## src/rtl/frame_timer.sv

```systemverilog
module frame_timer #(
  parameter int DOTS           = 341,
  parameter int LINES_60       = 262,
  parameter int LINES_50       = 312,
  parameter int VBL_LINE       = 241,
  parameter int VBL_DOT        = 1,
  parameter int UNLOCK_LINE_60 = 261,
  parameter int UNLOCK_LINE_50 = 311,
  parameter int EARLY_60       = 27,
  parameter int EARLY_50       = 29
) (
  input  logic       clk,
  input  logic       rst_n,
  input  logic       mode_50hz,
  output logic [8:0] dot,
  output logic [8:0] line,
  output logic       vblank_set,
  output logic       unlock
);
  localparam int MAXL = (LINES_50 > LINES_60) ? LINES_50 : LINES_60;
  localparam int DW   = $clog2(DOTS);
  localparam int LW   = $clog2(MAXL);
  localparam int U60L = UNLOCK_LINE_60 - 1;
  localparam int U60D = DOTS - EARLY_60;
  localparam int U50L = UNLOCK_LINE_50 - 1;
  localparam int U50D = DOTS - EARLY_50;

  logic [DW-1:0] dot_q;
  logic [LW-1:0] line_q;
  logic          unlock_q;

  wire          last_dot  = dot_q == DW'(DOTS - 1);
  wire [LW-1:0] last_line = mode_50hz ? LW'(LINES_50 - 1) : LW'(LINES_60 - 1);
  wire          at_unlock = mode_50hz ? (line_q == LW'(U50L) && dot_q == DW'(U50D))
                                      : (line_q == LW'(U60L) && dot_q == DW'(U60D));

  always_ff @(posedge clk or negedge rst_n) begin
    if (!rst_n) begin
      dot_q    <= '0;
      line_q   <= '0;
      unlock_q <= 1'b0;
    end else begin
      unlock_q <= unlock;
      if (last_dot) begin
        dot_q  <= '0;
        line_q <= (line_q >= last_line) ? '0 : line_q + 1'b1;
      end else begin
        dot_q <= dot_q + 1'b1;
      end
    end
  end

  assign dot        = 9'(dot_q);
  assign line       = 9'(line_q);
  assign vblank_set = (line_q == LW'(VBL_LINE)) && (dot_q == DW'(VBL_DOT));
  assign unlock     = unlock_q | at_unlock;

  assert_dot_step_R2: assert property (@(posedge clk) disable iff (!rst_n)
    (dot != 9'(DOTS - 1)) |=> (dot == $past(dot) + 9'd1 && line == $past(line)));
  assert_dot_wrap_R2: assert property (@(posedge clk) disable iff (!rst_n)
    (dot == 9'(DOTS - 1)) |=> (dot == 9'd0));
  assert_frame_wrap_60_R3: assert property (@(posedge clk) disable iff (!rst_n)
    (!mode_50hz && line == 9'(LINES_60 - 1) && dot == 9'(DOTS - 1)) |=> (line == 9'd0));
  assert_frame_wrap_50_R4: assert property (@(posedge clk) disable iff (!rst_n)
    (mode_50hz && line == 9'(LINES_50 - 1) && dot == 9'(DOTS - 1)) |=> (line == 9'd0));
  assert_vblank_single_R5: assert property (@(posedge clk) disable iff (!rst_n)
    vblank_set |=> !vblank_set);
  assert_unlock_edge_60_R6: assert property (@(posedge clk) disable iff (!rst_n)
    (!mode_50hz && $rose(unlock)) |-> (line == 9'(U60L) && dot == 9'(U60D)));
  assert_unlock_edge_50_R7: assert property (@(posedge clk) disable iff (!rst_n)
    (mode_50hz && $rose(unlock)) |-> (line == 9'(U50L) && dot == 9'(U50D)));
  assert_unlock_sticky_R8: assert property (@(posedge clk) disable iff (!rst_n)
    unlock |=> unlock);
endmodule

```

## config.mk

```make
export PLATFORM = sky130hd
export DESIGN_NAME = frame_timer
export DESIGN_NICKNAME = d
export VERILOG_FILES = /design/src/rtl/frame_timer.sv
export SDC_FILE = /design/constraint.sdc
export NUM_CORES = 1
export LEC_CHECK = 0
export CORE_ASPECT_RATIO = 0.6
export CORE_MARGIN = 5
export CORE_UTILIZATION = 45
export CTS_BUF_LIST = sky130_fd_sc_hd__clkbuf_2
export DETAILED_ROUTE_END_ITERATION = 10
export DONT_BUFFER_PORTS = 1
export PLACE_DENSITY = 0.62
export SLEW_MARGIN = 5
export SYNTH_ARGS = -nofsm -noshare
export SYNTH_HDL_FRONTEND = slang
export SYNTH_SLANG_ARGS = --single-unit
```

## constraint.sdc

```tcl
create_clock -name clk -period 1.75 [get_ports clk]
set_input_delay 0.175 -clock clk [delete_from_list [all_inputs] [get_ports clk]]
set_output_delay 0.175 -clock clk [all_outputs]
set_load 0.02 [all_outputs]
```

==> results.json, run 1 <==
{
  "status": "finished with violations",
  "violations": "setup timing",
  "fp.dieArea_mm2": 0.00379,
  "htreeDepth": 1,
  "rsz0062_at_grt": "yes",
  "worst_pin_slew_ns": 0.887,
  "start_util_pct": 47.2,
  "drive_above_1_share_pct": 40.6,
  "layout.area.seq_um2": 479,
  "die_w_um": 76.2,
  "endpoint_kind": "output pin",
  "first_global_vias": 953,
  "fillers": 211,
  "path_buf_inv": 2,
  "gp_congestion": 0.832,
  "yosysTopAreaCell": "dfrtp_1",
  "synth_warnings": 0,
  "switching_share_pct": 23.3,
  "netlist_area_mm2": 0.00118,
  "arrival_ns": 1.84,
  "power.internal_mw": 0.507,
  "cap_viol_max_count": 0,
  "grt_max_degree": 20,
  "finalWorstSetupSlack_ns": -0.269,
  "slew_violations": 0,
  "syn-instance-count": 121,
  "io_buffers": 0,
  "core_mm2": 0.00250,
  "ys_top_cells_by_count": "19 x dfrtp_1, 18 x nor2_1, 11 x ha_1, 9 x xnor2_1, 8 x nand3_1",
  "firstDrtPassIters": 4,
  "ys_ff_latch": 19,
  "async_reset_ff_share_pct": 100,
  "clk_pin_slew_worst_paths_ns": 0.20,
  "ys.flop_type": "dfrtp_1",
  "clockBufferDepth": 2,
  "clock.fmax_ghz": 0.495,
  "yosysMostFrequentCell": "dfrtp_1",
  "track_usage_pct": 16.9,
  "final-hold-violation-count": 0,
  "p_sw_mw": 0.154,
  "dr.first_iter.drc_count": 93,
  "grt_pass1_wl_mm": 5.12,
  "die_y_um": 49.7,
  "postRouteAntennaNets": 0,
  "netlist-cell-type-count": 29,
  "crit_required_ns": 1.57,
  "syn_nets": 135,
  "drcViolationCount": 0,
  "power_mw": 0.661,
  "row_count": 14,
  "dr_total_vias": 1011,
  "ys_seq_area_share_pct": 40.2,
  "antenna_cells": 0,
  "grt_overflow": 0,
  "multi_input_area_um2": 739,
  "critPathTopFamily": "simple AND/OR/NAND/NOR gates",
  "max_stage_delay_ns": 0.46,
  "path_cells": "inv_2 -> ha_4 -> or4b_4 -> nor4_4 -> buf_4",
  "hold_class": "primary input to register",
  "hpwl_mm": 2.25,
  "crit_slowest_cell": "or4b_4",
  "cp-start-kind": "register",
  "ir_drop_v": 0.000218,
  "leakage_nw": 0.736,
  "antenna_found_initial": 0,
  "routed_wl_mm": 3.17,
  "setup_viol": 11,
  "wl_per_cell_um": 16.9,
  "whs_ns": 0.340,
  "power_frac_comb_pct": 3.2,
  "syn_area_per_cell_um2": 9.77,
  "synth.area.top_cells": "dfrtp_1 40%, ha_1 12%, xnor2_1 6.7%",
  "post-route-period-util_pct": 115,
  "critPathKind": "register to output pin",
  "clk_latency_ns": 0.32,
  "seqPwrFrac_pct": 66.5,
  "cts_buffers": 3,
  "vias_per_cell": 5.41,
  "setup_tns_ns": -1.21,
  "io_pins": 23,
  "clock_skew_ns": 0.0192,
  "synth_edf_count": 0,
  "synth_top_area_share_pct": 40.2,
  "cts-root-buf": "clkbuf_2",
  "crit_path_max_fanout": 2,
  "cts_tree": "done",
  "power_frac_clock_pct": 30.3,
  "cts_sinks": 19,
  "cellPowerDensity_mw_per_mm2": 416,
  "period_minus_slack_ns": 2.02,
  "slew_headroom_pct": 40.7,
  "area_growth_pct": 34.4,
  "fin_nets": 170
}
==> per-layer routing <==
layer	GRT usage (%)	part of all wire [%]	vias to the layer above
li1	-	-	490
met1	24.3	49	482
met2	23.9	41	31
met3	6.73	8.0	8
met4	3.20	2.0	0
met5	0	0	-
==> timing repair <==
item | in CTS | in global routing
pin swaps | 4 | 5
hold endpoints to repair | 19 | 0
hold buffers | 1 | 0
setup buffers | 4 | 6
endpoints found under the setup margin | 2 | 11
gates resized for setup | 12 | 11
==> worst reg2reg max path: stages, from the launching register on <==
cell and delay (ns):
dfrtp_1 0.45, buf_4 0.15, buf_6 0.11, buf_4 0.14, ha_4 0.26, a21oi_2 0.05
o211ai_1 0.16, and4_4 0.26, buf_6 0.13, nor2_1 0.05
==> sequential cells by signal (all words and copies together) (netlist names) <==
register	flops
unlock_q	1
dot	9
line	9
==> final timing paths <==
path                                startpoint                   to  slack, ns  cells past startpoint
min reg2reg                 unlock_q$_DFF_PN0_   unlock_q$_DFF_PN0_       0.55                      1
min                                  mode_50hz   unlock_q$_DFF_PN0_       0.34                      4
min in group asynchronous                rst_n  line[4]$_DFFE_PN0N_       0.39                      1
max                        line[1]$_DFFE_PN0N_           vblank_set      -0.27                      5
max in group asynchronous                rst_n     dot[0]$_DFF_PN0_       0.77                      1
max reg2reg                line[1]$_DFFE_PN0N_  line[3]$_DFFE_PN0N_      -0.11                      9
==> area by class of cell <==
class	count	area share [%]
clock buffer	4	1.26
inverter	7	1.65
multi-input combinational	90	46.5
sequential	19	30.2
tap	32	2.52
timing repair buffer	35	17.9
==> cells in the final DEF, fill, tap and decap left out, types with 2 or more instances in the layout <==
cell	n
nand3_1	8
inv_1	5
a21oi_2	2
a21oi_1	3
dfrtp_2	3
xnor2_1	9
o21ai_0	2
ha_4	3
inv_2	2
nor3_1	5
ha_1	8
dfrtp_1	16
nand4_1	6
nor4_2	2
nor4_4	2
nor2_1	16
nand2_1	4
clkbuf_2	4
or4b_4	2
buf_4	30
nor2_2	4
buf_6	3
xor2_1	4
==> kinds of logic after synthesis <==
kind of cell / after synthesis / share of synthesized area (%)
buffers and inverters: 12 / 4.97
adder cells (fa/ha/maj): 11 / 11.6
XOR/XNOR: 13 / 9.63
AND/OR/NAND/NOR: 56 / 28.8
AO/OA/AOI/OAI: 10 / 4.76
flip-flops: 19 / 40.2
==> power by group through the flow <==
| stage | Combinational [mW] | Clock [mW] | Sequential [mW] |
|---|---|---|---|
| detailed placement | 0.00820 | 0 | 0.447 |
| global placement | 0.00753 | 0 | 0.447 |
| finish | 0.0212 | 0.200 | 0.440 |
| CTS | 0.0202 | 0.206 | 0.440 |
| floorplan | 0.00618 | 0 | 0.447 |
| global route | 0.0255 | 0.235 | 0.440 |
==> through the flow <==
stage / cell area, um^2 / setup slack, ns / std cells / utilization [%]
5_1_grt: 1590 / -0.372 / 187 / 63.4
3_5_place_dp: 1390 / 0.0971 / 172 / 55.5
2_1_floorplan: 1200 / 0.0187 / 121 / -
6_report: 1590 / -0.269 / 187 / 63.4
3_3_place_gp: 1390 / 0.0717 / 172 / 55.5
4_1_cts: 1500 / -0.280 / 181 / 59.7
Note: power is estimated with default switching activity, not from simulation.
==> run 2, diff against run 1 <==
clock period = 1.9 ns   (was 1.75 ns; I/O delays follow)
==> run 2 against run 1 <==
  * The flow still finishes with violations (setup timing)
  * Die area did not move
  * Total power fell by 8.7%
  * Final cell count fell by 4.8%
  * Critical path type unchanged
  * Critical endpoint unchanged
  * Largest power group unchanged
==> results.json, run 2 (synthesis gave the netlist of run 1 again) <==
{
  "status": "finished with violations",
  "violations": "setup timing",
  "final_area_mm2": 0.00148,
  "cts-root-buf": "clkbuf_2",
  "critical_path.reg2reg.startpoint": "dot[1]$_DFF_PN0_",
  "endpoint_kind": "output pin",
  "track_usage_pct": 16.1,
  "whs_ns": 0.389,
  "reg2reg_depth": 7,
  "path_cells": "inv_2 -> ha_4 -> or4b_4 -> nor4_4 -> buf_4",
  "io_buffers": 0,
  "postRouteAntennaNets": 0,
  "clk_latency_ns": 0.31,
  "final-hold-violation-count": 0,
  "start_util_pct": 47.2,
  "min_path_cells": 4,
  "htreeDepth": 1,
  "cts_tree": "done",
  "clk_pin_slew_worst_paths_ns": 0.18,
  "crit_required_ns": 1.71,
  "die_y_um": 49.7,
  "crit_path_max_fanout": 2,
  "worst_pin_slew_ns": 0.881,
  "clock_skew_ns": 0.00794,
  "worstHoldEndpoint": "unlock_q$_DFF_PN0_",
  "pre_cts_ws_ns": 0.156,
  "cap_viol_max_count": 0,
  "arrival_ns": 1.82,
  "slew_violations": 0,
  "rsz0062_at_grt": "yes",
  "fp.dieArea_mm2": 0.00379,
  "setup_viol": 1,
  "routed_wl_mm": 2.95,
  "fin_nets": 161,
  "dr.first_iter.drc_count": 71,
  "ir_drop_v": 0.000274,
  "dpl.cell_count": 169,
  "vias_per_cell": 5.59,
  "fillers": 206,
  "core_mm2": 0.00250,
  "post-route-util_pct": 59.2,
  "wl_per_cell_um": 16.6,
  "drive_above_1_share_pct": 32.2,
  "slew_headroom_pct": 41.1,
  "antenna_found_initial": 0,
  "final_common_cell": "buf_4",
  "hpwl_mm": 2.18,
  "clock.fmax_ghz": 0.497,
  "drcViolationCount": 0,
  "rrSetupSlack_ns": 0.15,
  "placed_cell_area_mm2": 0.00135,
  "grt_max_degree": 20,
  "critPathKind": "register to output pin",
  "post-route-period-util_pct": 106,
  "leakage_nw": 0.688,
  "dr_total_vias": 995,
  "grt_pass1_wl_mm": 4.84,
  "die_w_um": 76.2,
  "firstDrtPassIters": 4,
  "r2r-end": "line[3]$_DFFE_PN0N_",
  "row_count": 14,
  "instances_no_fill": 178,
  "power_mw": 0.603,
  "cellPowerDensity_mw_per_mm2": 406,
  "multi_input_area_um2": 711,
  "first_global_vias": 929,
  "io_pins": 23,
  "holdCritStartpoint": "mode_50hz",
  "crit_slowest_cell": "or4b_4",
  "max_stage_delay_ns": 0.46,
  "area_growth_pct": 25.5,
  "cts_buffers": 3,
  "antenna_cells": 0,
  "setup_tns_ns": -0.111,
  "grt_overflow": 0,
  "clockBufferDepth": 2,
  "finalWorstSetupSlack_ns": -0.111,
  "cts_sinks": 19,
  "gp_congestion": 0.818,
  "period_minus_slack_ns": 2.01,
  "hold_class": "primary input to register",
  "layout_common_cells": "23 x buf_4, 18 x dfrtp_1, 17 x nor2_1",
  "cp-start-kind": "register",
  "layout.area.seq_um2": 477
}
run 2: changes by cell type in the layout (fill, tap and decap cells not counted), sizes merged:
cell	previous run	this run
buf	34	25
run 2: how the worst max path moves through the flow:
stage,from,to,slack [ns]
floorplan,dot[1]$_DFF_PN0_,vblank_set,0.02
global placement,dot[1]$_DFF_PN0_,vblank_set,0.21
detailed placement,dot[1]$_DFF_PN0_,vblank_set,0.16
CTS,dot[1]$_DFF_PN0_,vblank_set,-0.16
global route,dot[1]$_DFF_PN0_,vblank_set,-0.19
finish,dot[1]$_DFF_PN0_,vblank_set,-0.11
run 2: routing by layer:
| metal | share of wire [%] | vias up | GRT usage [%] |
|---|---|---|---|
| met4 | 0.71 | 0 | 2.91 |
| met5 | 0 | - | 0 |
| met3 | 10 | 4 | 7.27 |
| met2 | 43 | 39 | 21.7 |
| li1 | - | 469 | - |
| met1 | 46 | 483 | 23.6 |
run 2: layout make-up:
cell class                      count  share of cell area, %
Clock buffer                        4                   1.35
Inverter                            7                   2.11
Timing Repair Buffer               26                   13.8
Sequential cell                    19                   32.1
Multi-Input combinational cell     90                   47.9
Tap cell                           32                   2.70
run 2: critical path, delay by kind of cell, from the launching register on:
| kind | cells | cell delay, ns |
|---|---|---|
| simple gates | 2 | 0.67 |
| buf+inv | 2 | 0.28 |
| flops | 1 | 0.44 |
| fa+ha+maj | 1 | 0.12 |
run 2: where the power goes:
group	leakage (nW)	switching, mW	internal [mW]
Combinational	0.468	0.0122	0.00441
Clock	0.0166	0.126	0.0558
Sequential	0.204	0	0.405
Total	0.688	0.138	0.465
run 2: what timing repair did:
item | CTS | global route
hold buffers | 1 | 0
pin swaps | 1 | 6
gates resized for setup | 3 | 16
setup endpoints to repair | 2 | 2
setup buffers | 1 | 3
hold endpoints to repair | 19 | 0
==> run 3, diff against run 2 <==
--- a/config.mk
+++ b/config.mk
@@ -14,2 +14,3 @@
 export PLACE_DENSITY = 0.62
+export RECOVER_POWER = 100
 export SLEW_MARGIN = 5
==> constraint.sdc (replaced) <==
create_clock -name clk -period 1.9 [get_ports clk]
set_input_delay 0.095 -clock clk [delete_from_list [all_inputs] [get_ports clk]]
set_output_delay 0.095 -clock clk [all_outputs]
set_load 0.02 [all_outputs]
==> run 3 against run 2 <==
  * The flow still finishes with violations (setup timing)
  * Clock power is essentially flat
  * Combinational power grew 5%
  * Total power grew 0.30%
  * Sequential cell count is the same
  * Utilization shrank 1.0 points
  * Register-to-register slack is essentially flat
  * Critical path depth is the same
  * Critical path type unchanged
  * Largest cell class unchanged
==> results.json, run 3 (synthesis gave the netlist of run 1 again) <==
{
  "critPathTopFamily": "simple AND/OR/NAND/NOR gates",
  "hold_class": "primary input to register",
  "wl_per_cell_um": 17.1,
  "clock.fmax_ghz": 0.516,
  "clock_skew_ns": 0.0146,
  "endpoint_kind": "output pin",
  "row_count": 14,
  "vias_per_cell": 5.72,
  "slew_violations": 0,
  "worst_pin_slew_ns": 0.916,
  "finalWorstSetupSlack_ns": -0.0369,
  "grt_overflow": 0,
  "cts_buffers": 3,
  "clk_latency_ns": 0.32,
  "hpwl_mm": 2.27,
  "worst-path-stages": 5,
  "post-route-period-util_pct": 102,
  "die_w_um": 76.2,
  "leakage_nw": 0.676,
  "layout_common_cells": "22 x buf_4, 18 x nor2_1, 18 x dfrtp_1",
  "path_cells": "inv_2 -> ha_4 -> or4b_4 -> nor4_4 -> buf_4",
  "p_sw_mw": 0.140,
  "start_util_pct": 47.2,
  "switching_share_pct": 23.1,
  "seqPwrFrac_pct": 66.9,
  "drive_above_1_share_pct": 30.3,
  "critPathLaunch": "line[1]$_DFFE_PN0N_",
  "cts_sinks": 19,
  "crit_slowest_cell": "or4b_4",
  "grt_max_degree": 20,
  "die_y_um": 49.7,
  "firstDrtPassIters": 4,
  "setup_viol": 1,
  "power_frac_clock_pct": 30.2,
  "r2r-end": "line[4]$_DFFE_PN0N_",
  "antenna_cells": 0,
  "drcViolationCount": 0,
  "path_buf_inv": 2,
  "status": "finished with violations",
  "critPathKind": "register to output pin",
  "critical_path.reg2reg.startpoint": "line[1]$_DFFE_PN0N_",
  "antenna_found_initial": 0,
  "rrSetupSlack_ns": 0.14,
  "max_stage_delay_ns": 0.46,
  "cts_tree": "done",
  "crit_path_max_fanout": 2,
  "cp-start-kind": "register",
  "track_usage_pct": 16.8,
  "cts-root-buf": "clkbuf_2",
  "grt_pass1_wl_mm": 5.04,
  "io_pins": 23,
  "first_global_vias": 972,
  "area_growth_pct": 23.4,
  "dr_total_vias": 1013,
  "clockBufferDepth": 2,
  "power_frac_comb_pct": 2.9,
  "final_common_cell": "buf_4",
  "violations": "setup timing",
  "cellPowerDensity_mw_per_mm2": 414,
  "setup_tns_ns": -0.0369,
  "crit_required_ns": 1.80,
  "gp_congestion": 0.906,
  "fin_nets": 160,
  "period_minus_slack_ns": 1.94,
  "core_mm2": 0.00250,
  "cap_viol_max_count": 0,
  "crit_end": "vblank_set",
  "reg2reg_depth": 7,
  "slew_headroom_pct": 38.7,
  "power.internal_mw": 0.465,
  "io_buffers": 0,
  "clk_pin_slew_worst_paths_ns": 0.19,
  "post-route-util_pct": 58.2,
  "fillers": 231,
  "ir_drop_v": 0.000319,
  "rsz0062_at_grt": "yes",
  "routed_wl_mm": 3.04,
  "fp.dieArea_mm2": 0.00379,
  "htreeDepth": 1,
  "postRouteAntennaNets": 0,
  "final-hold-violation-count": 0,
  "dr.first_iter.drc_count": 35,
  "arrival_ns": 1.84
}
run 3: how the worst min path moves through the flow:
stage / slack, ns / start / endpoint / cells past startpoint
2_1_floorplan: -0.20 / rst_n / dot[0]$_DFF_PN0_ / 0
6_report: 0.25 / mode_50hz / unlock_q$_DFF_PN0_ / 4
3_3_place_gp: -0.20 / rst_n / line[1]$_DFFE_PN0N_ / 0
3_5_place_dp: -0.20 / rst_n / line[1]$_DFFE_PN0N_ / 0
4_1_cts: 0.34 / rst_n / line[5]$_DFFE_PN0N_ / 1
5_1_grt: 0.22 / mode_50hz / unlock_q$_DFF_PN0_ / 4
run 3: metal layers:
| metal | vias up | wire [um] | track usage [%] |
|---|---|---|---|
| li1 | 471 | - | - |
| met1 | 498 | 1380 | 23.0 |
| met2 | 40 | 1340 | 25.3 |
| met3 | 4 | 289 | 6.73 |
| met4 | 0 | 23 | 3.20 |
| met5 | - | 0 | 0 |
run 3: metrics by stage:
stage / total power, mW / cells / cell area (um^2) / worst slack, ns / hold slack, ns
5_1_grt: 0.637 / 177 / 1460 / -0.174 / 0.222
3_3_place_gp: 0.420 / 167 / 1340 / 0.269 / -0.200
6_report: 0.605 / 177 / 1460 / -0.0369 / 0.247
2_1_floorplan: 0.418 / 121 / 1190 / 0.116 / -0.201
4_1_cts: 0.614 / 175 / 1410 / -0.0523 / 0.344
3_5_place_dp: 0.420 / 167 / 1340 / 0.238 / -0.200
run 3: power by group through the flow:
stage | Combinational [mW] | Sequential [mW] | Clock (mW)
after floorplan | 0.00569 | 0.412 | 0
after global placement | 0.00737 | 0.412 | 0
after detailed placement | 0.00739 | 0.412 | 0
after CTS | 0.0174 | 0.405 | 0.192
after global routing | 0.0213 | 0.405 | 0.211
final | 0.0174 | 0.405 | 0.182
run 3: worst min-delay path: stages:
cell,delay (ns)
nor2_1,0.03
nand4_1,0.09
o21ai_2,0.07
a31o_4,0.25
run 3: area by class of cell:
type                    count  area [um^2]  share of cell area (%)
multi-input cells          90          713                    48.9
inverters                   7         26.3                    1.80
flip-flops and latches     19          477                    32.7
clock buffers               4         20.0                    1.37
well taps                  32         40.0                    2.74
repair buffers             25          183                    12.5
run 3: what timing repair did:
item,in CTS,in global routing
hold buffers,1,0
setup buffers,3,2
pin swaps,2,2
hold endpoints to repair,19,0
setup endpoints to repair,2,3
resized for setup,4,11
